### src/rtl/ecc_cap_pkg.sv
package ecc_cap_pkg;
  localparam int WORD_W    = 32;
  localparam int BANK_BIT  = 22;
  localparam int SYS_BIT   = 23;
  localparam int OTP_BIT   = 24;
  localparam int CIE_BIT   = 25;
  localparam int CFLAG_BIT = 30;
  localparam int DFLAG_BIT = 31;
  localparam int ADDR_MAX  = 22;

  typedef enum logic [1:0] {
    SEL_CORR = 2'd0,
    SEL_DET  = 2'd1,
    SEL_DATA = 2'd2,
    SEL_NONE = 2'd3
  } sel_e;
endpackage

### src/rtl/ecc_cap_slot.sv
// One capture register: first-event hold, clear-to-zero, optional enable
// and optional data word, plus a registered level event.
module ecc_cap_slot #(
  parameter int AW       = 16,
  parameter int DW       = 16,
  parameter bit HAS_EN   = 1'b0,
  parameter bit HAS_DATA = 1'b0
) (
  input  logic          clk,
  input  logic          rst,
  input  logic          hit,
  input  logic          clr,
  input  logic [AW-1:0] in_addr,
  input  logic          in_bank,
  input  logic          in_sys,
  input  logic          in_otp,
  input  logic          data_ok,
  input  logic [DW-1:0] in_data,
  input  logic          en_we,
  input  logic          en_wv,
  output logic          flag_q,
  output logic          en_q,
  output logic [AW-1:0] addr_q,
  output logic          bank_q,
  output logic          sys_q,
  output logic          otp_q,
  output logic [DW-1:0] data_q,
  output logic          evt_q
);
  logic take;
  logic flag_d;
  logic gate_d;

  // capture only into an empty slot, or one being cleared this cycle
  assign take   = hit & (~flag_q | clr);
  assign flag_d = take | (flag_q & ~clr);

  always_ff @(posedge clk) begin
    if (rst) begin
      flag_q <= 1'b0;
      addr_q <= '0;
      bank_q <= 1'b0;
      sys_q  <= 1'b0;
      otp_q  <= 1'b0;
    end else begin
      flag_q <= flag_d;
      if (take) begin
        addr_q <= in_addr;
        bank_q <= in_bank;
        sys_q  <= in_sys;
        otp_q  <= in_otp;
      end else if (clr) begin
        addr_q <= '0;
        bank_q <= 1'b0;
        sys_q  <= 1'b0;
        otp_q  <= 1'b0;
      end
    end
  end

  generate
    if (HAS_EN) begin : g_en
      logic en_d;
      assign en_d   = en_we ? en_wv : en_q;
      assign gate_d = en_d;
      always_ff @(posedge clk) begin
        if (rst) en_q <= 1'b0;
        else     en_q <= en_d;
      end
    end else begin : g_no_en
      logic unused_en;
      assign unused_en = en_we ^ en_wv;
      assign gate_d    = 1'b1;
      assign en_q      = 1'b0;
    end

    if (HAS_DATA) begin : g_data
      always_ff @(posedge clk) begin
        if (rst)               data_q <= '0;
        else if (take)         data_q <= data_ok ? in_data : '0;
        else if (clr)          data_q <= '0;
      end
    end else begin : g_no_data
      logic unused_data;
      assign unused_data = data_ok ^ (^in_data);
      assign data_q      = '0;
    end
  endgenerate

  always_ff @(posedge clk) begin
    if (rst) evt_q <= 1'b0;
    else     evt_q <= flag_d & gate_d;
  end
endmodule

### src/rtl/ecc_cap_regif.sv
// Write decode (write-1-to-clear, enable) and registered read mux.
module ecc_cap_regif #(
  parameter int AW = 16,
  parameter int DW = 16
) (
  input  logic          clk,
  input  logic          rst,
  input  logic          reg_wr,
  input  logic [1:0]    reg_sel,
  input  logic [31:0]   reg_wdata,
  input  logic          c_flag,
  input  logic          c_en,
  input  logic [AW-1:0] c_addr,
  input  logic          c_bank,
  input  logic          c_sys,
  input  logic          c_otp,
  input  logic          d_flag,
  input  logic [AW-1:0] d_addr,
  input  logic          d_bank,
  input  logic          d_sys,
  input  logic          d_otp,
  input  logic [DW-1:0] d_data,
  output logic          clr_corr,
  output logic          clr_det,
  output logic          en_we,
  output logic          en_wv,
  output logic [31:0]   reg_rdata
);
  import ecc_cap_pkg::*;

  logic [WORD_W-1:0] corr_word;
  logic [WORD_W-1:0] det_word;
  logic [WORD_W-1:0] data_word;
  logic [WORD_W-1:0] rd_next;
  logic              sel_c;
  logic              sel_d;

  assign sel_c    = reg_wr & (sel_e'(reg_sel) == SEL_CORR);
  assign sel_d    = reg_wr & (sel_e'(reg_sel) == SEL_DET);
  assign clr_corr = sel_c & reg_wdata[CFLAG_BIT];
  assign clr_det  = sel_d & reg_wdata[DFLAG_BIT];
  assign en_we    = sel_c;
  assign en_wv    = reg_wdata[CIE_BIT];

  always_comb begin
    corr_word            = '0;
    corr_word[AW-1:0]    = c_addr;
    corr_word[BANK_BIT]  = c_bank;
    corr_word[SYS_BIT]   = c_sys;
    corr_word[OTP_BIT]   = c_otp;
    corr_word[CIE_BIT]   = c_en;
    corr_word[CFLAG_BIT] = c_flag;

    det_word             = '0;
    det_word[AW-1:0]     = d_addr;
    det_word[BANK_BIT]   = d_bank;
    det_word[SYS_BIT]    = d_sys;
    det_word[OTP_BIT]    = d_otp;
    det_word[DFLAG_BIT]  = d_flag;

    data_word            = '0;
    data_word[DW-1:0]    = d_data;

    unique case (sel_e'(reg_sel))
      SEL_CORR: rd_next = corr_word;
      SEL_DET:  rd_next = det_word;
      SEL_DATA: rd_next = data_word;
      default:  rd_next = '0;
    endcase
  end

  always_ff @(posedge clk) begin
    if (rst) reg_rdata <= '0;
    else     reg_rdata <= rd_next;
  end

  logic unused_wdata;
  assign unused_wdata = ^{reg_wdata[29:26], reg_wdata[24:0]};
endmodule

### src/rtl/ecc_err_capture.sv
module ecc_err_capture #(
  parameter int AW = 16,
  parameter int DW = 16
) (
  input  logic          clk,
  input  logic          rst,
  input  logic          sec_hit,
  input  logic          ded_hit,
  input  logic [AW-1:0] hit_addr,
  input  logic          hit_bank,
  input  logic          hit_sys,
  input  logic          hit_otp,
  input  logic          hit_darea,
  input  logic [DW-1:0] hit_data,
  input  logic          reg_wr,
  input  logic [1:0]    reg_sel,
  input  logic [31:0]   reg_wdata,
  output logic [31:0]   reg_rdata,
  output logic          corr_irq,
  output logic          det_nmi
);
  logic          clr_corr, clr_det, en_we, en_wv;
  logic          corr_flag, corr_en, corr_bank, corr_sys, corr_otp;
  logic [AW-1:0] corr_addr;
  logic [DW-1:0] corr_data_unused;
  logic          det_flag, det_en_unused, det_bank, det_sys, det_otp;
  logic [AW-1:0] det_addr;
  logic [DW-1:0] det_data;

  ecc_cap_slot #(.AW(AW), .DW(DW), .HAS_EN(1'b1), .HAS_DATA(1'b0)) u_corr (
    .clk(clk), .rst(rst), .hit(sec_hit), .clr(clr_corr),
    .in_addr(hit_addr), .in_bank(hit_bank), .in_sys(hit_sys), .in_otp(hit_otp),
    .data_ok(1'b0), .in_data(hit_data), .en_we(en_we), .en_wv(en_wv),
    .flag_q(corr_flag), .en_q(corr_en), .addr_q(corr_addr), .bank_q(corr_bank),
    .sys_q(corr_sys), .otp_q(corr_otp), .data_q(corr_data_unused), .evt_q(corr_irq)
  );

  ecc_cap_slot #(.AW(AW), .DW(DW), .HAS_EN(1'b0), .HAS_DATA(1'b1)) u_det (
    .clk(clk), .rst(rst), .hit(ded_hit), .clr(clr_det),
    .in_addr(hit_addr), .in_bank(hit_bank), .in_sys(hit_sys), .in_otp(hit_otp),
    .data_ok(hit_darea | hit_otp), .in_data(hit_data), .en_we(1'b0), .en_wv(1'b0),
    .flag_q(det_flag), .en_q(det_en_unused), .addr_q(det_addr), .bank_q(det_bank),
    .sys_q(det_sys), .otp_q(det_otp), .data_q(det_data), .evt_q(det_nmi)
  );

  ecc_cap_regif #(.AW(AW), .DW(DW)) u_regif (
    .clk(clk), .rst(rst), .reg_wr(reg_wr), .reg_sel(reg_sel), .reg_wdata(reg_wdata),
    .c_flag(corr_flag), .c_en(corr_en), .c_addr(corr_addr), .c_bank(corr_bank),
    .c_sys(corr_sys), .c_otp(corr_otp),
    .d_flag(det_flag), .d_addr(det_addr), .d_bank(det_bank), .d_sys(det_sys),
    .d_otp(det_otp), .d_data(det_data),
    .clr_corr(clr_corr), .clr_det(clr_det), .en_we(en_we), .en_wv(en_wv),
    .reg_rdata(reg_rdata)
  );
endmodule

### config.mk
export PLATFORM = sky130hd
export DESIGN_NAME = ecc_err_capture
export DESIGN_NICKNAME = d
export VERILOG_FILES = /design/src/rtl/ecc_cap_pkg.sv /design/src/rtl/ecc_cap_slot.sv /design/src/rtl/ecc_cap_regif.sv /design/src/rtl/ecc_err_capture.sv
export SDC_FILE = /design/constraint.sdc
export NUM_CORES = 1
export LEC_CHECK = 0
export BUFFER_PORTS_ARGS = -buffer_cell sky130_fd_sc_hd__buf_2
export CAP_MARGIN = 20
export CORE_UTILIZATION = 35
export DETAILED_ROUTE_END_ITERATION = 10
export PLACE_DENSITY = 0.59
export SLEW_MARGIN = 20
export SYNTH_ARGS = -nofsm -noshare
export SYNTH_HDL_FRONTEND = slang
export SYNTH_SLANG_ARGS = --single-unit
### constraint.sdc
create_clock -name clk -period 1.7 [get_ports clk]
set_input_delay 0.085 -clock clk [delete_from_list [all_inputs] [get_ports clk]]
set_output_delay 0.085 -clock clk [all_outputs]
set_load 0.05 [all_outputs]
# Word-level counts from Yosys, hierarchy flattened
# Index checks and enable logic that the tools add are counted.
dict set report word_totals {
  regBits 90
  input_bits 75
}
dict set report op_classes {
  n_eq_ne 2
  muxes 16
  bitwise 18
  reduce_logical 3
}
# operator n
set op_table {}
lappend op_table {{$mux W16} 6}
lappend op_table {{$pmux W32 S3} 1}
lappend op_table {{$and A1 B1 Y1} 9}
lappend op_table {{$mux W1} 9}
lappend op_table {{$or A1 B1 Y1} 5}
lappend op_table {{$not A1 Y1} 4}
lappend op_table {{$reduce_bool A2 Y1} 2}
lappend op_table {{$eq A2 B1 Y1 const B} 1}
lappend op_table {{$eq A2 B2 Y1 const B} 1}
lappend op_table {{$logic_not A2 Y1} 1}

# Longest topological paths before layout
# Gate-level depths: netlist of run 1.
dict set report depth {
  word_depth 7
  mapped_depth 6
}

# Hierarchy
# Synthesis of run 1 repeated with hierarchy kept, for this count alone.
dict set report hier_totals {
  cells_unflattened 280
  hier_area_um2 3335.7
}
# module instances cells_per_inst area_per_inst_um2
set modules_own_cells {}
lappend modules_own_cells {ecc_cap_regif 1 122 1301.2}
lappend modules_own_cells {{ecc_cap_slot (u_det)} 1 87 1174.9}
lappend modules_own_cells {{ecc_cap_slot (u_corr)} 1 69 849.6}
lappend modules_own_cells {ecc_err_capture 1 2 10.0}

# Worst setup path before layout of run 1
# No wires, ideal clock.
dict set report synth_timing {
  kind {register -> register}
  startpoint {reg u_det.flag_q}
  endpoint {reg u_det.addr_q[10]}
  setup_time_ns 0.117
  t_arrival_ns 1.399
  setup_slack_ns 0.184
  stages_incl_launch_ff 6
  path_buffers 2
  period_less_slack_ns 1.516
  cell_sequence {dfxtp_1 -> nand2b_1 -> and3b_1 -> buf_6 -> buf_6 -> a22o_1}
}
dict set report synth_via {
  elab_chain_cells 4
}
# element line_no
set synth_lines {}
lappend synth_lines {{start, declared} ecc_cap_slot.sv:21} ;# output logic flag_q,
lappend synth_lines {{start signal, assigned} ecc_cap_slot.sv:46} ;# flag_q <= flag_d;
lappend synth_lines {{$not A1 Y1 (*)} ecc_cap_slot.sv:35} ;# assign take = hit & (~flag_q | clr);
lappend synth_lines {{$or A1 B1 Y1 (*)} ecc_cap_slot.sv:35}
lappend synth_lines {{$and A1 B1 Y1 (*)} ecc_cap_slot.sv:35}
lappend synth_lines {{$mux W16 or $reduce_bool A2 Y1 (tied branches)} n/a}
lappend synth_lines {{end signal, assigned} ecc_cap_slot.sv:48} ;# addr_q <= in_addr;
lappend synth_lines {{end, declared} ecc_cap_slot.sv:23} ;# output logic [AW-1:0] addr_q,
# Every way passes the cells marked *; elsewhere a longest branch is shown, timed or not.
# A chain may end at the register's enable or synchronous reset.

# Final worst setup path of run 1
dict set report layout_timing {
  startpoint {in ded_hit}
  endpoint {reg u_det.data_q[7]}
}
dict set report layout_via {
  elab_chain_cells 2
}
# element line_no
set layout_lines {}
lappend layout_lines {{start, declared} ecc_err_capture.sv:8} ;# input logic ded_hit,
lappend layout_lines {{$and A1 B1 Y1 (*)} ecc_cap_slot.sv:35}
lappend layout_lines {{$mux W16 or $reduce_bool A2 Y1 (tied branches)} n/a}
lappend layout_lines {{end signal, assigned} ecc_cap_slot.sv:80} ;# else if (take) data_q <= data_ok ? in_data : '0;
lappend layout_lines {{end, declared} ecc_cap_slot.sv:27} ;# output logic [DW-1:0] data_q,
# Marked as above.

==> results.tsv, run 1 <==
stage	metric	value	unit
status	run_status	complete, no violations	
floorplanning	initial_utilization	36.91	%
global_routing	grt-ovfl-total	0	
routing	route.detailed.vias_per_inst	4.915	
pwr	power.leakage	1.794	nW
clocking	clock_sink_count	80	
routing	post-route-drc-count	0	
timing	timing.final.crit_period	1298	ps
pwr	p_per_area	1079	mW/mm^2
placed_design	placement.io_buffers	69	
synth	synth.ff_latch_count	80	
floorplanning	coreArea	0.007888	mm^2
routing	dr_vias	2256	
final_layout	syn2layout_area_growth	35.54	%
synth	async_flop_share	0	%
worst_hold_path	min_path_cells	3	
worst_setup_path	crit_type	in -> reg	
global_routing	first_global_vias	2253	
global_routing	grt_max_degree	36	
timing	slew_violations	0	
routing	detail_route.wl_per_cell	15.16	um
worst_setup_path	worst_r2r_path_depth	4	
placed_design	gp_routability_congestion	0.6987	
job	timing.max_cap.violations	0	
timing	timing.hold.ws	16.59	ps
worst_hold_path	worst_hold_path_type	in -> reg	
clocking	post_cts.resized_instances	0	
worst_setup_path	cp.required	1990	ps
timing	worst_clock_skew	12.84	ps
synth	yosysSeqAreaShare	55.01	%
routing	antenna_violating_nets_post_route	0	
clocking	maximum_buffer_depth_of_the_clock_tree	2	
worst_setup_path	worstSetupStartpointType	input pin	
synth	number_of_synthesized_flops_with_an_enable_pin	0	
floorplanning	floorplan.die_area	0.008687	mm^2
routing	first_pass_iters	4	
global_routing	grt_pass1_wl	11410	um
synth	synth_cell_types	24	
clocking	htreeDepth	3	
timing	report.final.hold_viol_count	0	
final_layout	antenna_cell_count	0	
synth	synth-main-ff-cell	sky130_fd_sc_hd__dfxtp_1	
routing	drt_first_iter_violations	111	
timing	setup_viols_final	0	
worst_setup_path	worstPathArrival	1590	ps
synth	netlist_area	0.002912	mm^2
timing	rsz_0062_raised_after_global_routing	no	
final_layout	drive_above_1_share	29.13	%
synth	synthesis.yosys.warnings	0	
timing	finalCritPeriodShare	76.36	%
clocking	cts_tree	done	
clocking	cts-buffers-inserted	9	
timing	setup_total_negative_slack	0	ps
placed_design	post-dp-hpwl	4287	um
clocking	clkTransAtPathRegs	80	ps
floorplanning	floorplan.rows	32	
floorplanning	dieWidth	93.21	um
timing	max_freq	770.3	MHz
clocking	later_pin_clock_latency_in_the_skew_report	350	ps
worst_setup_path	worst_setup_path_end_kind	flop	
floorplanning	ios	109	
worst_setup_path	path_max_fanout	35	
final_layout	commonest_cells_after_routing_fill_and_taps_aside	sky130_fd_sc_hd__dfxtp_1 (80), sky130_fd_sc_hd__buf_2 (69), sky130_fd_sc_hd__a22o_1 (54)	
synth	synthesis.area_per_instance	12.03	um^2
final_layout	layout_commonest_cell	sky130_fd_sc_hd__dfxtp_1	
synth	netlist_instances	242	
routing	drt_wirelength	6959	um
global_routing	antenna_found_initial	0	
final_layout	layout.nets	427	
clocking	cts.root.buffer_cell	sky130_fd_sc_hd__clkbuf_8	
floorplanning	fp.dieH	93.21	um
pwr	peakVddDrop	0.0004397	V
global_routing	grtUsageTotal	17.30	%
## where the power goes
group	switching (mW)	internal (mW)
Clock	0.700	0.977
Sequential	0.0475	1.97
Combinational	0.316	0.249
Total	1.06	3.20
## cells by family after synthesis
logic type             after synthesis  synth area share [%]
multiplexers                        20                 6.876
flip-flops                          80                 55.01
AO/OA/AOI/OAI                       76                 24.11
AND/OR/NAND/NOR                     36                 6.962
other                                1                0.1288
buffers and inverters               29                 6.918
## critical path, cell delays in order
cell and delay, ps:
sky130_fd_sc_hd__dlygate4sd3_1 540, sky130_fd_sc_hd__buf_2 140, sky130_fd_sc_hd__nand2b_1 60, sky130_fd_sc_hd__and3b_1 150, sky130_fd_sc_hd__buf_4 380, sky130_fd_sc_hd__a22o_1 220
## Yosys cell counts, drive strengths merged, types with 2 or more instances
cell | n | area [um^2]
mux2i | 20 | 200.2
buf | 23 | 178.9
a21oi | 4 | 42.54
nor2 | 20 | 75.07
a22o | 54 | 473.0
and2 | 2 | 12.51
dfxtp | 80 | 1602
and3b | 2 | 17.52
a2bb2oi | 16 | 140.1
nor3 | 5 | 25.02
clkbuf | 5 | 18.77
nand2b | 3 | 18.77
## flip-flops by register name, indices dropped and copies added, names as in the netlist
register / count
u_corr.addr_q: 16
u_corr.bank_q: 1
u_corr.en_q: 1
u_corr.evt_q: 1
u_corr.flag_q: 1
u_corr.otp_q: 1
u_corr.sys_q: 1
u_det.addr_q: 16
u_det.bank_q: 1
u_det.data_q: 16
u_det.flag_q: 1
u_det.otp_q: 1
u_det.sys_q: 1
u_regif.reg_rdata: 22
## worst paths after layout
check | slack (ps) | to | startpoint
max | 400 | u_det.data_q[7] | ded_hit
min | 20 | u_corr.en_q | reg_wdata[25]
max reg2reg | 440 | u_det.data_q[7] | u_det.flag_q
min reg2reg | 470 | u_regif.reg_rdata[25] | u_corr.en_q
## routing by layer
metal	wire [um]	vias up	track usage (%)
met1	3249	1086	21.20
li1	-	1096	-
met3	294	12	4.146
met4	172	0	8.462
met5	0	-	0
met2	3243	62	28.37
## stage by stage
stage,total power [mW],instance area (um^2),std cells,utilization [%],setup WS (ps)
4_1_cts,4.289,3926,458,49.78,15.32
2_1_floorplan,2.419,2945,251,-,184.5
3_5_place_dp,2.553,3323,406,42.13,2.902
5_1_grt,4.446,3946,459,50.03,354.4
3_3_place_gp,2.547,3323,406,42.13,5.605
6_report,4.259,3946,459,50.03,401.9
## layout make-up
class,instances,area (um^2)
Fill cell,721,3941
Sequential cell,80,1602
Multi-Input combinational cell,142,1142
Timing Repair Buffer,118,828.3
Tap cell,102,127.6
Clock buffer,9,123.9
Clock inverter,7,118.9
Inverter,1,3.754
## timing repair
action	CTS	global route
hold buffers	36	0
gates cloned	0	0
setup buffers	0	1
endpoints found under the hold margin	55	0
endpoints found under the setup margin	14	19
pin swaps	1	1
No activity file was read; power rests on OpenSTA's default activity.
==> run 2: changes to the inputs <==
- ABC_AREA: default -> 1
- PLACE_DENSITY: 0.59 -> 0.57
- clock period: 1.7 -> 1.3 ns (I/O delays scaled with it)
==> run 2 against run 1 <==
  * Final cell count rose by 47%
  * Die area rose by 19%
  * Non-clock buffer count fell by 7
  * Core utilization fell by 4.5 points
  * Worst hold slack got worse by 5.8 ps
  * Combinational power rose by 50%
  * Sequential power rose by 30%
  * Final area rose by 12%
  * Global-route usage rose by 2.8 points
  * Total power rose by 30%
  * Critical path depth fell by 4
  * Via count rose by 51%
  * Largest cell class unchanged
==> results.tsv, run 2 <==
stage	metric	value	unit
synth	synthesis.area_per_instance	7.589	um^2
timing	slew_violations	0	
floorplanning	fp.dieH	101.7	um
placed_design	placement.io_buffers	69	
routing	dr_vias	3412	
final_layout	finalInstanceArea	0.004407	mm^2
floorplanning	coreArea	0.009684	mm^2
global_routing	first_global_vias	3306	
worst_setup_path	cp-startpoint	u_det.flag_q	
clocking	cts_tree	done	
synth	synth.top_cells.by_area	sky130_fd_sc_hd__dfxtp_1 (46%), sky130_fd_sc_hd__o211ai_1 (12%), sky130_fd_sc_hd__nand3_1 (10%)	
final_layout	layout.filler_cells	1002	
synth	synthesis.yosys.warnings	0	
synth	synth-main-ff-cell	sky130_fd_sc_hd__dfxtp_1	
routing	drt_wirelength	9852	um
clocking	cts.root.buffer_cell	sky130_fd_sc_hd__clkbuf_8	
synth	synth_largest_type_area_fraction	46.08	%
routing	first_pass_iters	5	
synth	yosysTopAreaCell	sky130_fd_sc_hd__dfxtp_1	
synth	async_flop_share	0	%
global_routing	grt-ovfl-total	0	
final_layout	layout_commonest_cell	sky130_fd_sc_hd__dfxtp_1	
clocking	htreeDepth	3	
pwr	total_power	5.534	mW
timing	timing.final.crit_period	1226	ps
global_routing	antenna_found_initial	0	
final_layout	multi_input_area	0.001503	mm^2
pwr	power.leakage	1.969	nW
synth	netlist_top_cells_count	sky130_fd_sc_hd__dfxtp_1 (80), sky130_fd_sc_hd__nand2_1 (74), sky130_fd_sc_hd__nand3_1 (71)	
timing	finalCritPeriodShare	94.34	%
final_layout	layout.cells.non_filler	677	
placed_design	post-dp-hpwl	6270	um
synth	yosysSeqAreaShare	46.08	%
global_routing	grtUsageTotal	20.11	%
synth	netlist_area	0.003476	mm^2
routing	detail_route.wl_per_cell	14.55	um
final_layout	top_register	u_regif.reg_rdata	
worst_setup_path	cp.required	1240	ps
pwr	peakVddDrop	0.0006349	V
worst_setup_path	worst-r2r-setup-slack	200	ps
clocking	clock_sink_count	80	
final_layout	fin_util	45.50	%
timing	rsz_0062_raised_after_global_routing	no	
final_layout	number_of_flip_flops_in_the_largest_register	22	
synth	synth_cell_types	19	
timing	max_freq	815.4	MHz
final_layout	syn2layout_area_growth	26.78	%
worst_setup_path	r2r_start	u_corr.flag_q	
timing	timing.hold.ws	10.78	ps
synth	netlist_instances	458	
floorplanning	floorplan.die_area	0.01033	mm^2
placed_design	gp_routability_congestion	0.7493	
worst_hold_path	worst_hold_startpoint	hit_addr[0]	
placed_design	placed_cell_area	0.003990	mm^2
final_layout	drive_above_1_share	20.40	%
worst_hold_path	worst_hold_path_type	in -> reg	
floorplanning	floorplan.rows	36	
worst_setup_path	worst_setup_path_end_kind	output pin	
synth	number_of_synthesized_flops_with_an_enable_pin	0	
worst_setup_path	worstSetupStartpointType	flop	
timing	setup_viols_final	0	
worst_setup_path	worstPathArrival	1160	ps
clocking	maximum_buffer_depth_of_the_clock_tree	2	
final_layout	commonest_cells_after_routing_fill_and_taps_aside	sky130_fd_sc_hd__dfxtp_1 (79), sky130_fd_sc_hd__nand2_1 (74), sky130_fd_sc_hd__nand3_1 (71)	
clocking	cts-buffers-inserted	9	
final_layout	antenna_cell_count	0	
job	timing.max_cap.violations	0	
global_routing	grt_max_degree	61	
floorplanning	dieWidth	101.7	um
routing	drt_first_iter_violations	157	
floorplanning	initial_utilization	35.89	%
synth	yosys.cell_count.top_type	sky130_fd_sc_hd__dfxtp_1	
routing	antenna_violating_nets_post_route	0	
clocking	later_pin_clock_latency_in_the_skew_report	350	ps
status	run_status	complete, no violations	
final_layout	layout.nets	615	
clocking	clkTransAtPathRegs	80	ps
clocking	cts_setup_buffers	0	
synth	synth.ff_latch_count	80	
pwr	p_per_area	1256	mW/mm^2
worst_setup_path	crit_type	reg -> out	
global_routing	grt_pass1_wl	16040	um
routing	post-route-drc-count	0	
timing	worst_clock_skew	8.082	ps
routing	route.detailed.vias_per_inst	5.040	
placed_design	placedCellCount	643	
final_layout	seq_area	0.001603	mm^2
timing	report.final.hold_viol_count	0	
worst_setup_path	path_max_fanout	23	
floorplanning	ios	109	
==> run 2: kinds of logic after synthesis <==
kind of cell / after synthesis / share of synthesized area (%)
flip-flops: 80 / 46.08
AND/OR/NAND/NOR: 173 / 21.71
buffers and inverters: 89 / 11.66
other: 1 / 0.1079
AO/OA/AOI/OAI: 115 / 20.45
==> run 2: metal layers <==
| metal | GRT usage [%] | share of wire (%) |
|---|---|---|
| met5 | 0 | 0 |
| met4 | 7.246 | 1.5 |
| met3 | 3.796 | 4.7 |
| met2 | 33.16 | 47 |
| met1 | 26.17 | 47 |
==> run 2: layout make-up <==
type / count / area share [%]
clock buffers: 12 / 3.521
clock inverters: 3 / 1.476
inverters: 40 / 3.407
multi-input cells: 298 / 34.10
flip-flops and latches: 80 / 36.37
well taps: 133 / 3.776
repair buffers: 111 / 17.35
==> run 2: what timing repair did <==
action,in CTS,in global routing
hold buffers,19,0
gates resized for setup,2,0
hold endpoints to repair,35,0
endpoints found under the setup margin,1,0
==> run 2: path summary, 6_finish.rpt <==
kind	to	cells after the start
worst min register to register	u_regif.reg_rdata[25]	2
worst max register to register	u_corr.addr_q[3]	3
worst min-delay path	u_det.addr_q[0]	3
worst max-delay path	det_nmi	2
==> run 2: where the power goes <==
part | total [mW] | internal [mW] | switching [mW] | leakage (nW)
Combinational | 0.847 | 0.296 | 0.551 | 1.20
Sequential | 2.62 | 2.57 | 0.0548 | 0.654
Clock | 2.06 | 1.17 | 0.888 | 0.112
Total | 5.53 | 4.04 | 1.49 | 1.97
==> run 2: critical path: stages (launching register included) <==
cell and delay (ps):
sky130_fd_sc_hd__dfxtp_2 360, sky130_fd_sc_hd__buf_6 210, sky130_fd_sc_hd__buf_4 230
==> run 2: stage by stage <==
step	setup slack (ps)	TNS, ps
floorplan	-30.55	-819.7
global placement	146.9	0
detailed placement	76.96	0
CTS	62.53	0
global route	21.29	0
finish	73.54	0
==> run 3: changes to the inputs <==
- ABC_AREA: 1 -> default
- PLACE_DENSITY: 0.57 -> 0.59
==> run 3 against run 2 <==
  * Maximum frequency rose by 1.6%
  * Global-route usage fell by 3.2 points
  * Sequential share of layout area rose by 3.7 points
  * Sequential power barely moved
  * Non-clock buffer count rose by 13
  * Largest power group unchanged
  * Core utilization rose by 5.2 points
  * Critical endpoint is now u_det.sys_q
  * Sequential cell count did not move
  * Largest cell class unchanged
  * Count of clock-buffer cells in the layout did not move
  * Critical path depth rose by 2
==> results.tsv, run 3 (synthesis results as in run 1) <==
stage	metric	value	unit
status	run_status	complete, no violations	
pwr	power.leakage	1.821	nW
clocking	cts_tree	done	
placed_design	gp_routability_congestion	0.7057	
floorplanning	initial_utilization	36.91	%
pwr	cellInternalPower	3.921	mW
worst_setup_path	worstSetupStartpointType	flop	
global_routing	grt-ovfl-total	0	
worst_setup_path	maximum_single_stage_delay_on_the_critical_path	340	ps
placed_design	placedCellCount	411	
worst_setup_path	worst_setup_path_end_kind	flop	
final_layout	layout.nets	433	
clocking	cts-buffers-inserted	9	
final_layout	finalInstanceArea	0.004003	mm^2
final_layout	antenna_cell_count	0	
timing	rsz_0062_raised_after_global_routing	no	
worst_setup_path	crit_type	reg -> reg	
worst_setup_path	crit_slowest_cell	sky130_fd_sc_hd__dfxtp_4	
worst_setup_path	critical-path-top-delay-family	flip-flops	
timing	setup_viols_final	0	
worst_setup_path	worstPathArrival	1430	ps
final_layout	layout.filler_cells	723	
timing	final_critical_path_setup_slack	92.35	ps
worst_hold_path	worst_hold_path_type	in -> reg	
clocking	maximum_buffer_depth_of_the_clock_tree	2	
global_routing	grt_pass1_wl	11240	um
floorplanning	coreArea	0.007888	mm^2
clocking	cts.root.buffer_cell	sky130_fd_sc_hd__clkbuf_8	
routing	detail_route.wl_per_cell	14.91	um
clocking	htreeDepth	3	
timing	setup_total_negative_slack	0	ps
final_layout	layout_commonest_cell	sky130_fd_sc_hd__dfxtp_1	
job	timing.max_cap.violations	0	
routing	dr_vias	2286	
final_layout	layout.cells.non_filler	463	
routing	drt_wirelength	6905	um
pwr	power_frac_seq	50.5	%
clocking	clkTransAtPathRegs	70	ps
floorplanning	dieWidth	93.21	um
worst_setup_path	critPathBufInv	1	
placed_design	placed_cell_area	0.003417	mm^2
floorplanning	ios	109	
routing	post-route-drc-count	0	
pwr	p_per_area	1305	mW/mm^2
clocking	later_pin_clock_latency_in_the_skew_report	340	ps
timing	finalCritPeriodShare	92.90	%
placed_design	preCtsSetupSlack	-199.2	ps
timing	slew_violations	0	
global_routing	first_global_vias	2327	
pwr	peakVddDrop	0.0005400	V
final_layout	top_register	u_regif.reg_rdata	
final_layout	commonest_cells_after_routing_fill_and_taps_aside	sky130_fd_sc_hd__dfxtp_1 (79), sky130_fd_sc_hd__buf_2 (69), sky130_fd_sc_hd__a22o_1 (54)	
final_layout	number_of_flip_flops_in_the_largest_register	22	
floorplanning	floorplan.die_area	0.008687	mm^2
clocking	clock_sink_count	80	
final_layout	syn2layout_area_growth	37.47	%
routing	drt_first_iter_violations	67	
pwr	combinational_cell_fraction_of_total_power	14.8	%
pwr	power_switching_share	24.95	%
timing	worst_clock_skew	6.383	ps
routing	route.detailed.vias_per_inst	4.937	
clocking	post_cts.resized_instances	0	
timing	timing.final.crit_period	1208	ps
global_routing	grt_max_degree	36	
floorplanning	floorplan.rows	32	
worst_setup_path	critical_path.cell_chain	nand2b_1 -> and3b_1 -> buf_12 -> a22o_1	
floorplanning	fp.dieH	93.21	um
routing	antenna_violating_nets_post_route	0	
pwr	p_switching	1.303	mW
timing	timing.hold.ws	53.95	ps
worst_setup_path	path_max_fanout	35	
timing	max_freq	828.1	MHz
global_routing	antenna_found_initial	0	
timing	report.final.hold_viol_count	0	
routing	first_pass_iters	4	
placed_design	post-dp-hpwl	4352	um
global_routing	grtUsageTotal	16.86	%
final_layout	drive_above_1_share	29.64	%
placed_design	placement.io_buffers	69	
worst_setup_path	cp.required	1530	ps
pwr	pwr-share-clk	34.7	%
==> run 3: cell count changes in the layout (fill, tap and decap cells not counted), sizes merged, moves of 20 or more <==
cell	change
nand2	-76
a22o	+54
mux2i	+20
o211ai	-54
nand3	-71
inv	-36
a21oi	-56
==> run 3: layout make-up <==
type	instances	area [um^2]	area share [%]
clock buffer	12	156.4	3.907
clock inverter	2	38.79	0.9691
inverter	1	3.754	0.09378
multi-input combinational	142	1145	28.60
sequential	80	1605	40.11
tap	102	127.6	3.188
timing repair buffer	124	925.9	23.13
==> run 3: what timing repair did <==
item	in CTS	in global routing
buffers inserted	1	0
hold endpoints to repair	56	0
hold buffers	37	0
endpoints found under the setup margin	19	0
==> run 3: power by group through the flow <==
stage | Clock (mW) | Sequential [mW] | Combinational [mW]
after floorplan | 0 | 2.77 | 0.397
after global placement | 0 | 2.69 | 0.673
after detailed placement | 0 | 2.69 | 0.680
after CTS | 1.86 | 2.64 | 0.778
after global routing | 1.96 | 2.65 | 0.829
final | 1.81 | 2.64 | 0.775
==> run 3: worst reg2reg max path, delay by kind of cell (launching register included) <==
kind / cells / cell delay, ps
flip-flops: 1 / 340
AND/OR/NAND/NOR: 2 / 330
buffers and inverters: 1 / 180
AO/OA/AOI/OAI: 1 / 250
==> run 3: through the flow <==
step                      util, %  total power [mW]
final                       50.75             5.224
after global routing        50.75             5.438
after detailed placement    43.32             3.371
after CTS                   50.75             5.271
after floorplan                 -             3.163
after global placement      43.32             3.364
==> run 3: final timing paths <==
kind,start,end,slack (ps),depth (start not counted)
setup / recovery,u_det.flag_q,u_det.sys_q,90,4
hold / removal,sec_hit,u_corr.flag_q,50,3
setup reg to reg,u_det.flag_q,u_det.sys_q,90,4
hold reg to reg,u_corr.en_q,u_regif.reg_rdata[25],470,1
==> run 3: metal layers <==
metal  GRT usage (%)  part of all wire (%)  routed length [um]
met1           21.23                    47                3271
met4           7.436                   1.1                  73
met2           27.94                    48                3334
met5               0                     0                   0
met3           3.252                   3.3                 225
